--- config.mk ---
export PLATFORM = sky130hd
export DESIGN_NAME = segdec_top
export DESIGN_NICKNAME = d
export VERILOG_FILES = /design/src/rtl/segdec_pkg.sv /design/src/rtl/segdec_ctrl.sv /design/src/rtl/segdec_dp.sv /design/src/rtl/segdec_top.sv
export SDC_FILE = /design/constraint.sdc
export NUM_CORES = 1
export LEC_CHECK = 0
export BUFFER_PORTS_ARGS = -buffer_cell sky130_fd_sc_hd__buf_2
export CAP_MARGIN = 20
export CORE_MARGIN = 2
export CORE_UTILIZATION = 30
export DETAILED_ROUTE_END_ITERATION = 10
export PLACE_DENSITY = 0.49
export SLEW_MARGIN = 0
export SYNTH_ARGS = -nofsm -noshare
export SYNTH_HDL_FRONTEND = slang
export SYNTH_HIERARCHICAL = 1
export SYNTH_SLANG_ARGS = --single-unit
--- constraint.sdc ---
create_clock -name clk -period 5.8 [get_ports clk]
set_clock_uncertainty 0.1 [all_clocks]
set_input_delay 0.87 -clock clk [delete_from_list [all_inputs] [get_ports clk]]
set_output_delay 0.87 -clock clk [all_outputs]
set_load 0.03 [all_outputs]
--- src/rtl/segdec_pkg.sv ---
package segdec_pkg;

  localparam int BCD_W = 4;
  localparam int SEG_W = 7;
  localparam logic [BCD_W-1:0] MAX_DIGIT = 4'd9;

  // Strobes from the control path into the datapath; at most one is set.
  typedef struct packed {
    logic lampOn;
    logic blankAll;
    logic rippleBlank;
  } segStrobe_t;

endpackage

--- src/rtl/segdec_ctrl.sv ---
module segdec_ctrl
  import segdec_pkg::*;
(
  input  logic       lampTestN,
  input  logic       blankInN,
  input  logic       rippleInN,
  input  logic       digitZero,
  output segStrobe_t strobe,
  output logic       rippleOutN
);

  // Fixed priority: lamp test, forced blank, zero ripple, normal.
  always_comb begin
    strobe = '0;
    if (!lampTestN) begin
      strobe.lampOn = 1'b1;
    end else if (!blankInN) begin
      strobe.blankAll = 1'b1;
    end else if (!rippleInN && digitZero) begin
      strobe.rippleBlank = 1'b1;
    end
  end

  // A blanked digit passes the blanking on to the next lower digit.
  assign rippleOutN = !(strobe.blankAll || strobe.rippleBlank);

endmodule

--- src/rtl/segdec_dp.sv ---
module segdec_dp
  import segdec_pkg::*;
#(
  parameter bit ACTIVE_LOW = 1'b1,
  parameter bit USE_LATCH  = 1'b1
) (
  input  logic             clk,
  input  logic             rstN,
  input  logic [BCD_W-1:0] bcdIn,
  input  logic             latchEn,
  input  segStrobe_t       strobe,
  output logic             digitZero,
  output logic [SEG_W-1:0] segOut
);

  logic [BCD_W-1:0] shownDigit;
  logic [SEG_W-1:0] glyph;
  logic [SEG_W-1:0] segActive;

  generate
    if (USE_LATCH) begin : g_hold
      logic [BCD_W-1:0] holdReg;
      always_ff @(posedge clk or negedge rstN) begin
        if (!rstN) begin
          holdReg <= '0;
        end else if (!latchEn) begin
          holdReg <= bcdIn;
        end
      end
      assign shownDigit = latchEn ? holdReg : bcdIn;
    end else begin : g_pass
      assign shownDigit = bcdIn;
    end
  endgenerate

  assign digitZero = (shownDigit == '0);

  // Active-high glyph table, bit 0 = a ... bit 6 = g.
  always_comb begin
    unique case (shownDigit)
      4'd0:    glyph = 7'h3F;
      4'd1:    glyph = 7'h06;
      4'd2:    glyph = 7'h5B;
      4'd3:    glyph = 7'h4F;
      4'd4:    glyph = 7'h66;
      4'd5:    glyph = 7'h6D;
      4'd6:    glyph = 7'h7D;
      4'd7:    glyph = 7'h07;
      4'd8:    glyph = 7'h7F;
      4'd9:    glyph = 7'h6F;
      default: glyph = '0;
    endcase
  end

  always_comb begin
    if (strobe.lampOn) begin
      segActive = '1;
    end else if (strobe.blankAll || strobe.rippleBlank) begin
      segActive = '0;
    end else begin
      segActive = glyph;
    end
  end

  generate
    if (ACTIVE_LOW) begin : g_anode
      assign segOut = ~segActive;
    end else begin : g_cathode
      assign segOut = segActive;
    end
  endgenerate

endmodule

--- src/rtl/segdec_top.sv ---
module segdec_top
  import segdec_pkg::*;
#(
  parameter bit ACTIVE_LOW = 1'b1,
  parameter bit USE_LATCH  = 1'b1
) (
  input  logic       clk,
  input  logic       rstN,
  input  logic [3:0] bcdIn,
  input  logic       latchEn,
  input  logic       lampTestN,
  input  logic       blankInN,
  input  logic       rippleInN,
  output logic [6:0] segOut,
  output logic       rippleOutN
);

  segStrobe_t strobe;
  logic       digitZero;

  segdec_ctrl u_ctrl (
    .lampTestN (lampTestN),
    .blankInN  (blankInN),
    .rippleInN (rippleInN),
    .digitZero (digitZero),
    .strobe    (strobe),
    .rippleOutN(rippleOutN)
  );

  segdec_dp #(
    .ACTIVE_LOW(ACTIVE_LOW),
    .USE_LATCH (USE_LATCH)
  ) u_dp (
    .clk      (clk),
    .rstN     (rstN),
    .bcdIn    (bcdIn),
    .latchEn  (latchEn),
    .strobe   (strobe),
    .digitZero(digitZero),
    .segOut   (segOut)
  );

endmodule

# Yosys cells after proc, flatten, opt, wreduce, memory -nomap -nowiden
# Memory sizes are Yosys's and may differ from the RTL's.
# Cells that the tools add are included.
[word_totals]
memories = 1
output_inout_bits = 8
reg_bits = 4
mem_bits_ro = 112
word_cells = 15
[classes]
bitwise_logic = 1
n_mux = 7
n_reduce_logical = 5
[memory_table]
columns = ["name", "words", "width", "rd", "rd_clocked_by_memory_dff", "wr", "line_no", "source"]
rows = [
  ["(no name shown)", 16, 7, 1, 0, 0, "segdec_dp.sv:40", "unique case (shownDigit)"],
]
[op_table]
columns = ["cell", "n"]
rows = [
  ["two-way mux 7 bit", 2],
  ["NOT 7 bit", 1],
  ["zero test 4 bit", 1],
  ["two-way mux 4 bit", 1],
  ["two-way mux 1 bit", 3],
  ["zero test 1 bit", 2],
  ["two-way mux 2 bit", 1],
  ["logical AND 1 bit", 1],
  ["logical OR 1 bit", 1],
]

# Logic depth before layout (Yosys ltp)
# Gate-level depths: netlist of run 1.
[logic_depth]
depth_word = 10
depth_mapped = 10

# By module
# The synthesis of run 1 kept the hierarchy.
[by_module_without_submodules]
columns = ["mod", "area_each_um2", "cells_per_inst", "seq_area_each_um2", "n_inst"]
rows = [
  ["segdec_dp", 496.7, 58, 100.1, 1],
  ["segdec_ctrl", 36.3, 6, 0.0, 1],
]

# Worst setup path before layout of run 1
# OpenSTA, ideal clock, no wires.
[synth_path]
path_type = "input -> output"
startpoint = "input latchEn"
endpoint = "output segOut[4]"
slack_ns = 1.926
t_required_ns = 4.830
arrival_time_ns = 2.904
n_path_buf = 2
stages = 10
path_cell_list = "buf_6 buf_4 mux2i_1 ha_1 and2_1 nor2b_4 and3_1 nor2_1 a41o_1 a31oi_1"
[synth_rtl]
columns = ["element", "line_no", "source"]
rows = [
  ["start: declaration", "segdec_top.sv:10", "input logic latchEn,"],
  ["end: declaration", "segdec_top.sv:14", "output logic [6:0] segOut,"],
]

==> qor.csv, run 1 <==
metric,value,unit
clkSinkCount,4,
cp.required,4.83,ns
path_clk_slew,0.04,ns
die_x,46.15,um
final_common_cell,buf_2,
cts-htree-levels,1,
placed_cells,96,
initial_core_util,31.56,%
synth_top_flop_cell,dfrtp_1,
crit_cells,10,
finalMaxSlewViolations,0,
cellPowerDensity,202.4,nW/um2
synth_edf_count,0,
first_pass_iters,4,
worst_slew_pin_slew,0.3914,ns
rsz0062_at_grt,no,
hold_class,input port to asynchronous set/reset pin,
die_y,46.15,um
cp-start-kind,input port,
synth-seq-cells,4,
ctsResizeCount,0,
fin_crit_sh,68.19,%
post-place-ws,1.830,ns
dpl_cell_area,620.6,um2
total_power,0.1302,mW
post-route-cell-area,643.1,um2
rrSetupSlack,4.68,ns
placementRows,15,
grt_antenna_before_repair,0,
layout.nets,99,
hold_viol,0,
syn-num-nets,79,
period_needed,3.955,ns
syn-cell-area,533.0,um2
largest_register_ffs,4,
final-setup-viol-count,0,
grt_pass1_vias,430,
cts_made_buffers,3,
arrival,2.98,ns
top_regs,u_dp/g_hold.holdReg: 4 flops,
power_leakage,0.3299,nW
hold_buffers,0,
drive_gt1_share,32.93,%
fp.dieArea,2130,um2
timing.hold.ws,0.3343,ns
cts_root_buf,clkbuf_4,
antennaDiodeCount,0,
cts_tree,built,
cp-end-kind,output pin,
port_buffers,17,
largest_register,u_dp/g_hold.holdReg,
path_cells,buf_2 -> mux2i_1 -> ha_1 -> and2_1 -> nor2b_4 -> and3_1 -> nor2_1 -> a41o_1 -> a31oi_1 -> buf_2,
area_delta_synth_final,20.66,%
grt_usage,13.27,%
vias_per_cell,5.354,
ys_types,30,
max_stage_delay,0.42,ns
ir_drop,0.07673,mV
wl,1228,um
ys_async_sr_fraction,100.0,%
post-route-util,38.07,%
final_cells,99,
dp_hpwl,1001,um
final_cell_mix,"buf_2 (17), a21oi_1 (10), inv_1 (7)",
crit_fanout,14,
yosysSeqAreaShare,18.78,%
clock_path_buffers,2,
grt_max_degree,15,
num_vias,530,
maxSlewHeadroom,73.16,%
outcome,finished clean,
cap_viol_max_count,0,
detail_route.wl_per_cell,12.40,um
grt_pass1_wl,1959,um
place_congestion,0.8410,
postCtsSetupRepairBufs,0,
drc,0,
globalRouteOverflowTotal,0,
coreArea,1689,um2
dr.first_iter.drc_count,16,
avgSynthCellArea,8.328,um2
synth_cells,64,
ff2ff_path_depth,2,
fin_setup_tns,0,ns
slowest_stage,mux2i_1,
fmax,252.9,MHz
clk_latency,0.22,ns
crit_buf_inv,2,
io_pins,18,
crit_type,input port to output pin,
cpLargestDelayFamily,simple AND/OR/NAND/NOR gates,
cp_common_cell,buf_2,
ant_nets,0,
worst_slack,1.845,ns
ys_warn_count,6,
fillCellCount,174,
worst reg2reg max path, stage by stage, from the launching register on:
cell     delay (ns)
dfrtp_1        0.39
mux2i_1        0.34
inv_1          0.14
cell usage after synthesis, types with 2 or more instances:
master / instances / area [um2]
nand2b_1: 2 / 12.51
o21ai_0: 2 / 10.01
dfrtp_1: 4 / 100.1
nand2_1: 3 / 11.26
ha_1: 5 / 62.56
a21oi_1: 10 / 50.05
mux2i_1: 3 / 30.03
a21oi_2: 2 / 17.52
nor2_1: 5 / 18.77
inv_1: 7 / 26.28
nor3_1: 2 / 10.01
metal layers:
metal / track usage, % / up-vias / part of all wire [%]
met5: 0 / - / 0
met4: 6.857 / 0 / 0
met3: 3.922 / 0 / 5.0
met2: 18.89 / 16 / 46
met1: 17.84 / 247 / 49
li1: - / 267 / -
area by class of cell:
class                           count  area, um2  area share [%]
Clock buffer                        3      22.52           3.502
Inverter                            8      32.53           5.058
Tap cell                           17      21.27           3.307
Multi-Input combinational cell     50      381.6           59.34
Timing Repair Buffer               17      85.08           13.23
Sequential cell                     4      100.1           15.56
path summary, 6_finish.rpt:
path	startpoint	endpoint
max	latchEn	segOut[4]
min	rstN	u_dp/g_hold.holdReg[1]
max reg2reg	u_dp/g_hold.holdReg[1]	u_dp/g_hold.holdReg[1]
min reg2reg	u_dp/g_hold.holdReg[0]	u_dp/g_hold.holdReg[0]
max in group asynchronous	rstN	u_dp/g_hold.holdReg[0]
min in group clk	u_dp/g_hold.holdReg[0]	u_dp/g_hold.holdReg[0]
power by group:
group          switching [mW]  internal (mW)  total [mW]
registers             0.00372         0.0309      0.0346
clock network          0.0101         0.0231      0.0331
logic                  0.0389         0.0235      0.0624
kinds of logic (layout without fill, tap and decap cells):
family / after synthesis / count (layout) / share of synthesized area (%)
compound gates: 22 / 22 / 26.53
fa+ha+maj: 5 / 5 / 11.74
buf+inv: 10 / 28 / 9.626
mux: 7 / 7 / 17.37
flops: 4 / 4 / 18.78
simple gates: 16 / 16 / 15.96
No activity file was read; power rests on OpenSTA's default activity.
==> inputs of run 2 (changes only) <==
--- a/config.mk
+++ b/config.mk
@@ -10,7 +10,7 @@
 export CORE_MARGIN = 2
 export CORE_UTILIZATION = 30
 export DETAILED_ROUTE_END_ITERATION = 10
-export PLACE_DENSITY = 0.49
+export PLACE_DENSITY = 0.51
 export SLEW_MARGIN = 0
 export SYNTH_ARGS = -nofsm -noshare
 export SYNTH_HDL_FRONTEND = slang
==> constraint.sdc (replaced) <==
create_clock -name clk -period 3.51 [get_ports clk]
set_clock_uncertainty 0.1 [all_clocks]
set_input_delay 0.5265 -clock clk [delete_from_list [all_inputs] [get_ports clk]]
set_output_delay 0.5265 -clock clk [all_outputs]
set_load 0.03 [all_outputs]
==> run 2 against run 1 <==
Net effect:
- critical path depth grew 1
- global-route usage rose by 2.3 points
- via count up 6.8%
- clock-buffer cell count did not move
- combinational power grew 73%
- highest routed layer unchanged
==> qor.csv, run 2 (synthesis gave the netlist of run 1 again) <==
metric,value,unit,change
outcome,finished clean,,unchanged
crit_type,input port to output pin,,unchanged
die_y,46.15,um,unchanged
hold_buffers,1,,was 0
cellPowerDensity,329.9,nW/um2,was 202.4 nW/um2
dr.first_iter.drc_count,10,,was 16
drc,0,,unchanged
largest_register,u_dp/g_hold.holdReg,,unchanged
placementRows,15,,unchanged
p_switching,0.09056,mW,was 0.05274 mW
arrival,2.46,ns,was 2.98 ns
fp.dieArea,2130,um2,unchanged
clk_latency,0.23,ns,was 0.22 ns
drive_gt1_share,34.88,%,was 32.93%
cp-start-kind,input port,,unchanged
largest_register_ffs,4,,unchanged
timing.hold.ws,0.5446,ns,was 0.3343 ns
final_cell_mix,"buf_2 (17), a21oi_1 (10), inv_1 (7)",,unchanged
detail_route.wl_per_cell,13.13,um,was 12.40 um
cts-htree-levels,1,,unchanged
fin_crit_sh,87.89,%,
p_clk_share,25.7,%,was 25.5%
fmax,324.2,MHz,
top_regs,u_dp/g_hold.holdReg: 4 flops,,unchanged
cts_root_buf,clkbuf_4,,unchanged
final_common_cell,buf_2,,unchanged
postCtsSetupRepairBufs,0,,unchanged
area_delta_synth_final,26.76,%,was 20.66%
path_clk_slew,0.04,ns,about the same
clkSinkCount,4,,unchanged
coreArea,1689,um2,unchanged
ant_nets,0,,unchanged
num_vias,566,,was 530
fin_setup_tns,0,ns,unchanged
rsz0062_at_grt,no,,unchanged
cts_tree,built,,unchanged
seqPwrFrac,25.8,%,was 26.6%
die_x,46.15,um,unchanged
placed_cells,99,,was 96
hold_class,input port to asynchronous set/reset pin,,unchanged
post-route-util,40.00,%,was 38.07%
place_congestion,0.7667,,was 0.8410
cap_viol_max_count,0,,unchanged
final_cells,103,,was 99
vias_per_cell,5.495,,was 5.354
ctsResizeCount,0,,unchanged
cp-end-kind,output pin,,unchanged
grt_antenna_before_repair,0,,unchanged
final-setup-viol-count,0,,unchanged
hold_viol,0,,unchanged
grt_pass1_vias,512,,was 430
grt_pass1_wl,2318,um,was 1959 um
grt_usage,15.60,%,was 13.27%
first_pass_iters,4,,unchanged
clock_path_buffers,2,,unchanged
cp.required,2.88,ns,was 4.83 ns
power_leakage,0.3485,nW,was 0.3299 nW
port_buffers,17,,unchanged
grt_max_degree,11,,was 15
dp_hpwl,1080,um,was 1001 um
worst_slew_pin_slew,0.4168,ns,was 0.3914 ns
combPwrFrac,48.6,%,was 48.0%
maxSlewHeadroom,72.11,%,was 73.16%
antennaDiodeCount,0,,unchanged
initial_core_util,31.56,%,unchanged
cts_made_buffers,3,,unchanged
switching_share,40.62,%,was 40.51%
power.internal,0.1324,mW,was 0.07745 mW
period_needed,3.085,ns,
wl,1352,um,was 1228 um
crit_fanout,10,,was 14
layout.nets,103,,was 99
fillCellCount,172,,was 174
globalRouteOverflowTotal,0,,unchanged
finalMaxSlewViolations,0,,unchanged
ir_drop,0.2066,mV,was 0.07673 mV
io_pins,18,,unchanged
==> run 2: cell type report <==
class                   instances  area (um2)  area share, %
inverters                       8       32.53          4.815
repair buffers                 21       117.6          17.41
multi-input cells              50       381.6          56.48
flip-flops and latches          4       100.1          14.81
well taps                      17       21.27          3.148
clock buffers                   3       22.52          3.333
==> run 2: final timing paths <==
kind | start | endpoint | slack, ns | cells after the start
worst max-delay path | latchEn | segOut[2] | 0.43 | 11
worst min-delay path | rstN | u_dp/g_hold.holdReg[2] | 0.54 | 2
worst max register to register | u_dp/g_hold.holdReg[3] | u_dp/g_hold.holdReg[3] | 2.47 | 2
worst min register to register | u_dp/g_hold.holdReg[2] | u_dp/g_hold.holdReg[2] | 0.64 | 2
max in group asynchronous | rstN | u_dp/g_hold.holdReg[0] | 2.65 | 2
min in group clk | bcdIn[2] | u_dp/g_hold.holdReg[2] | 0.58 | 3
==> run 2: through the flow <==
step           cell area (um2)  power [mW]  setup WS [ns]
3_5_place_dp             643.1      0.1645         0.4429
4_1_cts                  675.6      0.2257         0.4265
3_3_place_gp             643.1      0.1661         0.4303
6_report                 675.6      0.2229         0.4252
2_1_floorplan            533.0      0.1324         0.3226
5_1_grt                  675.6      0.2411         0.3060
==> run 2: critical path, cell delays in order <==
cell      delay (ns)
buf_2           0.13
buf_4           0.19
nand2b_1        0.10
o32ai_1         0.09
and2_1          0.18
nor2b_4         0.12
and3_1          0.17
nor2_1          0.34
o311a_1         0.34
a21oi_1         0.09
buf_2           0.18
==> run 2: power by group through the flow <==
stage | clock (mW) | combinational, mW | sequential [mW]
floorplan | 0 | 0.0764 | 0.0561
global placement | 0 | 0.108 | 0.0582
detailed placement | 0 | 0.107 | 0.0578
CTS | 0.0604 | 0.108 | 0.0572
global route | 0.0638 | 0.119 | 0.0580
finish | 0.0572 | 0.108 | 0.0574
==> run 2: per-layer routing <==
| metal | routed length (um) | GRT usage [%] | share of wire, % | vias up |
|---|---|---|---|---|
| met5 | 0 | 0 | 0 | - |
| met4 | 0 | 6.857 | 0 | 0 |
| met3 | 124 | 5.098 | 9.2 | 0 |
| met2 | 635 | 22.50 | 47 | 26 |
| met1 | 592 | 20.94 | 44 | 267 |
| li1 | - | - | - | 273 |
==> inputs of run 3 (changes only) <==
--- a/config.mk
+++ b/config.mk
@@ -10,7 +10,6 @@
 export CORE_MARGIN = 2
 export CORE_UTILIZATION = 30
 export DETAILED_ROUTE_END_ITERATION = 10
-export PLACE_DENSITY = 0.51
 export SLEW_MARGIN = 0
 export SYNTH_ARGS = -nofsm -noshare
 export SYNTH_HDL_FRONTEND = slang
==> run 3 against run 2 <==
Net effect:
- first-iteration DRC count fell by 20%
- routed wire length rose by 0.22%
- cell area down 1.1%
- critical path depth down 1
- sequential cell count unchanged
- non-clock buffer count decreased by 1
- critical path type unchanged
- highest routed layer unchanged
==> qor.csv, run 3 (synthesis gave the netlist of run 1 again) <==
metric,value,unit,change
area_delta_synth_final,25.35,%,was 26.76%
detail_route.wl_per_cell,13.28,um,was 13.13 um
fin_crit_sh,89.82,%,was 87.89%
rsz0062_at_grt,no,,unchanged
cts_made_buffers,3,,unchanged
clock_path_buffers,2,,unchanged
p_clk_share,25.2,%,was 25.7%
die_y,46.15,um,unchanged
post-place-ws,0.3575,ns,was 0.4429 ns
timing.hold.ws,0.5281,ns,was 0.5446 ns
clk_latency,0.23,ns,about the same
fillCellCount,177,,was 172
post-route-util,39.56,%,was 40.00%
largest_register,u_dp/g_hold.holdReg,,unchanged
dp_hpwl,1087,um,was 1080 um
cellPowerDensity,330.6,nW/um2,was 329.9 nW/um2
grt_pass1_wl,2097,um,was 2318 um
final_common_cell,buf_2,,unchanged
power.internal,0.1316,mW,was 0.1324 mW
fp.dieArea,2130,um2,unchanged
crit_fanout,14,,was 10
seqPwrFrac,26.0,%,was 25.8%
path_clk_slew,0.04,ns,about the same
fin_setup_tns,0,ns,unchanged
outcome,finished clean,,unchanged
drc,0,,unchanged
antennaDiodeCount,0,,unchanged
first_pass_iters,4,,unchanged
hold_class,input port to asynchronous set/reset pin,,unchanged
cts_tree,built,,unchanged
die_x,46.15,um,unchanged
ir_drop,0.1562,mV,was 0.2066 mV
port_buffers,17,,unchanged
final-setup-viol-count,0,,unchanged
final_cell_mix,"buf_2 (17), a21oi_1 (10), inv_1 (7)",,unchanged
wl,1355,um,was 1352 um
arrival,2.53,ns,was 2.46 ns
place_congestion,0.7770,,was 0.7667
crit_type,input port to output pin,,unchanged
dr.first_iter.drc_count,8,,was 10
maxSlewHeadroom,76.82,%,was 72.11%
cp-start-kind,input port,,unchanged
switching_share,40.42,%,was 40.62%
worst_slew_pin_slew,0.3465,ns,was 0.4168 ns
largest_register_ffs,4,,unchanged
cts-htree-levels,1,,unchanged
grt_pass1_vias,479,,was 512
clkSinkCount,4,,unchanged
vias_per_cell,5.314,,was 5.495
top_regs,u_dp/g_hold.holdReg: 4 flops,,unchanged
cp.required,2.88,ns,about the same
worst_slack,0.3573,ns,was 0.4252 ns
layout.nets,102,,was 103
power_leakage,0.3437,nW,was 0.3485 nW
p_switching,0.08929,mW,was 0.09056 mW
cp-end-kind,output pin,,unchanged
ant_nets,0,,unchanged
drive_gt1_share,34.12,%,was 34.88%
grt_max_degree,15,,was 11
cts_root_buf,clkbuf_4,,unchanged
total_power,0.2209,mW,was 0.2229 mW
ctsResizeCount,0,,unchanged
placed_cells,98,,was 99
num_vias,542,,was 566
io_pins,18,,unchanged
final_cells,102,,was 103
combPwrFrac,48.8,%,was 48.6%
period_needed,3.153,ns,was 3.085 ns
post-route-cell-area,668.1,um2,was 675.6 um2
cap_viol_max_count,0,,unchanged
placementRows,15,,unchanged
hold_viol,0,,unchanged
initial_core_util,31.56,%,unchanged
finalMaxSlewViolations,0,,unchanged
grt_antenna_before_repair,0,,unchanged
coreArea,1689,um2,unchanged
dpl_cell_area,635.6,um2,was 643.1 um2
grt_usage,13.49,%,was 15.60%
globalRouteOverflowTotal,0,,unchanged
fmax,317.2,MHz,was 324.2 MHz
-- run 3: layout make-up --
| type | instances | area [um2] | share of cell area [%] |
|---|---|---|---|
| clock buffer | 3 | 22.52 | 3.371 |
| inverter | 8 | 32.53 | 4.869 |
| multi-input combinational | 50 | 381.6 | 57.12 |
| sequential | 4 | 100.1 | 14.98 |
| tap | 17 | 21.27 | 3.184 |
| timing repair buffer | 20 | 110.1 | 16.48 |
-- run 3: worst max-delay path, cell delays in order --
cell and delay, ns:
buf_2 0.28, mux2i_1 0.16, ha_1 0.26, and2_1 0.15
nor2b_4 0.12, and3_1 0.17, nor2_1 0.29, o311a_1 0.30
a21oi_1 0.08, buf_2 0.18
-- run 3: repair_timing --
item                       CTS  global route
hold endpoints to repair     4             0
setup endpoints to repair    0             0
buffers inserted             0             0
hold buffers                 1             0
-- run 3: power by group through the flow --
stage,registers [mW],clock network (mW),logic (mW)
6_report,0.0574,0.0557,0.108
5_1_grt,0.0581,0.0660,0.118
4_1_cts,0.0572,0.0585,0.108
3_5_place_dp,0.0578,0,0.107
3_3_place_gp,0.0580,0,0.105
2_1_floorplan,0.0561,0,0.0764
-- run 3: per-layer routing --
metal  share of wire [%]  vias to the layer above  wire length (um)  global-route usage (%)
li1                    -                      269                 -                       -
met1                  44                      259               592                   17.99
met2                  52                       14               707                   22.22
met3                 4.1                        0                55                   3.529
met4                   0                        0                 0                   1.714
met5                   0                        -                 0                       0
-- run 3: path summary, 6_finish.rpt --
path / from / endpoint / slack [ns] / cells past startpoint
min in group clk: bcdIn[2] / u_dp/g_hold.holdReg[2] / 0.60 / 3
max in group asynchronous: rstN / u_dp/g_hold.holdReg[1] / 2.66 / 2
hold / removal: rstN / u_dp/g_hold.holdReg[3] / 0.53 / 2
setup reg to reg: u_dp/g_hold.holdReg[1] / u_dp/g_hold.holdReg[1] / 2.45 / 3
setup / recovery: latchEn / segOut[2] / 0.36 / 10
hold reg to reg: u_dp/g_hold.holdReg[0] / u_dp/g_hold.holdReg[0] / 0.62 / 3
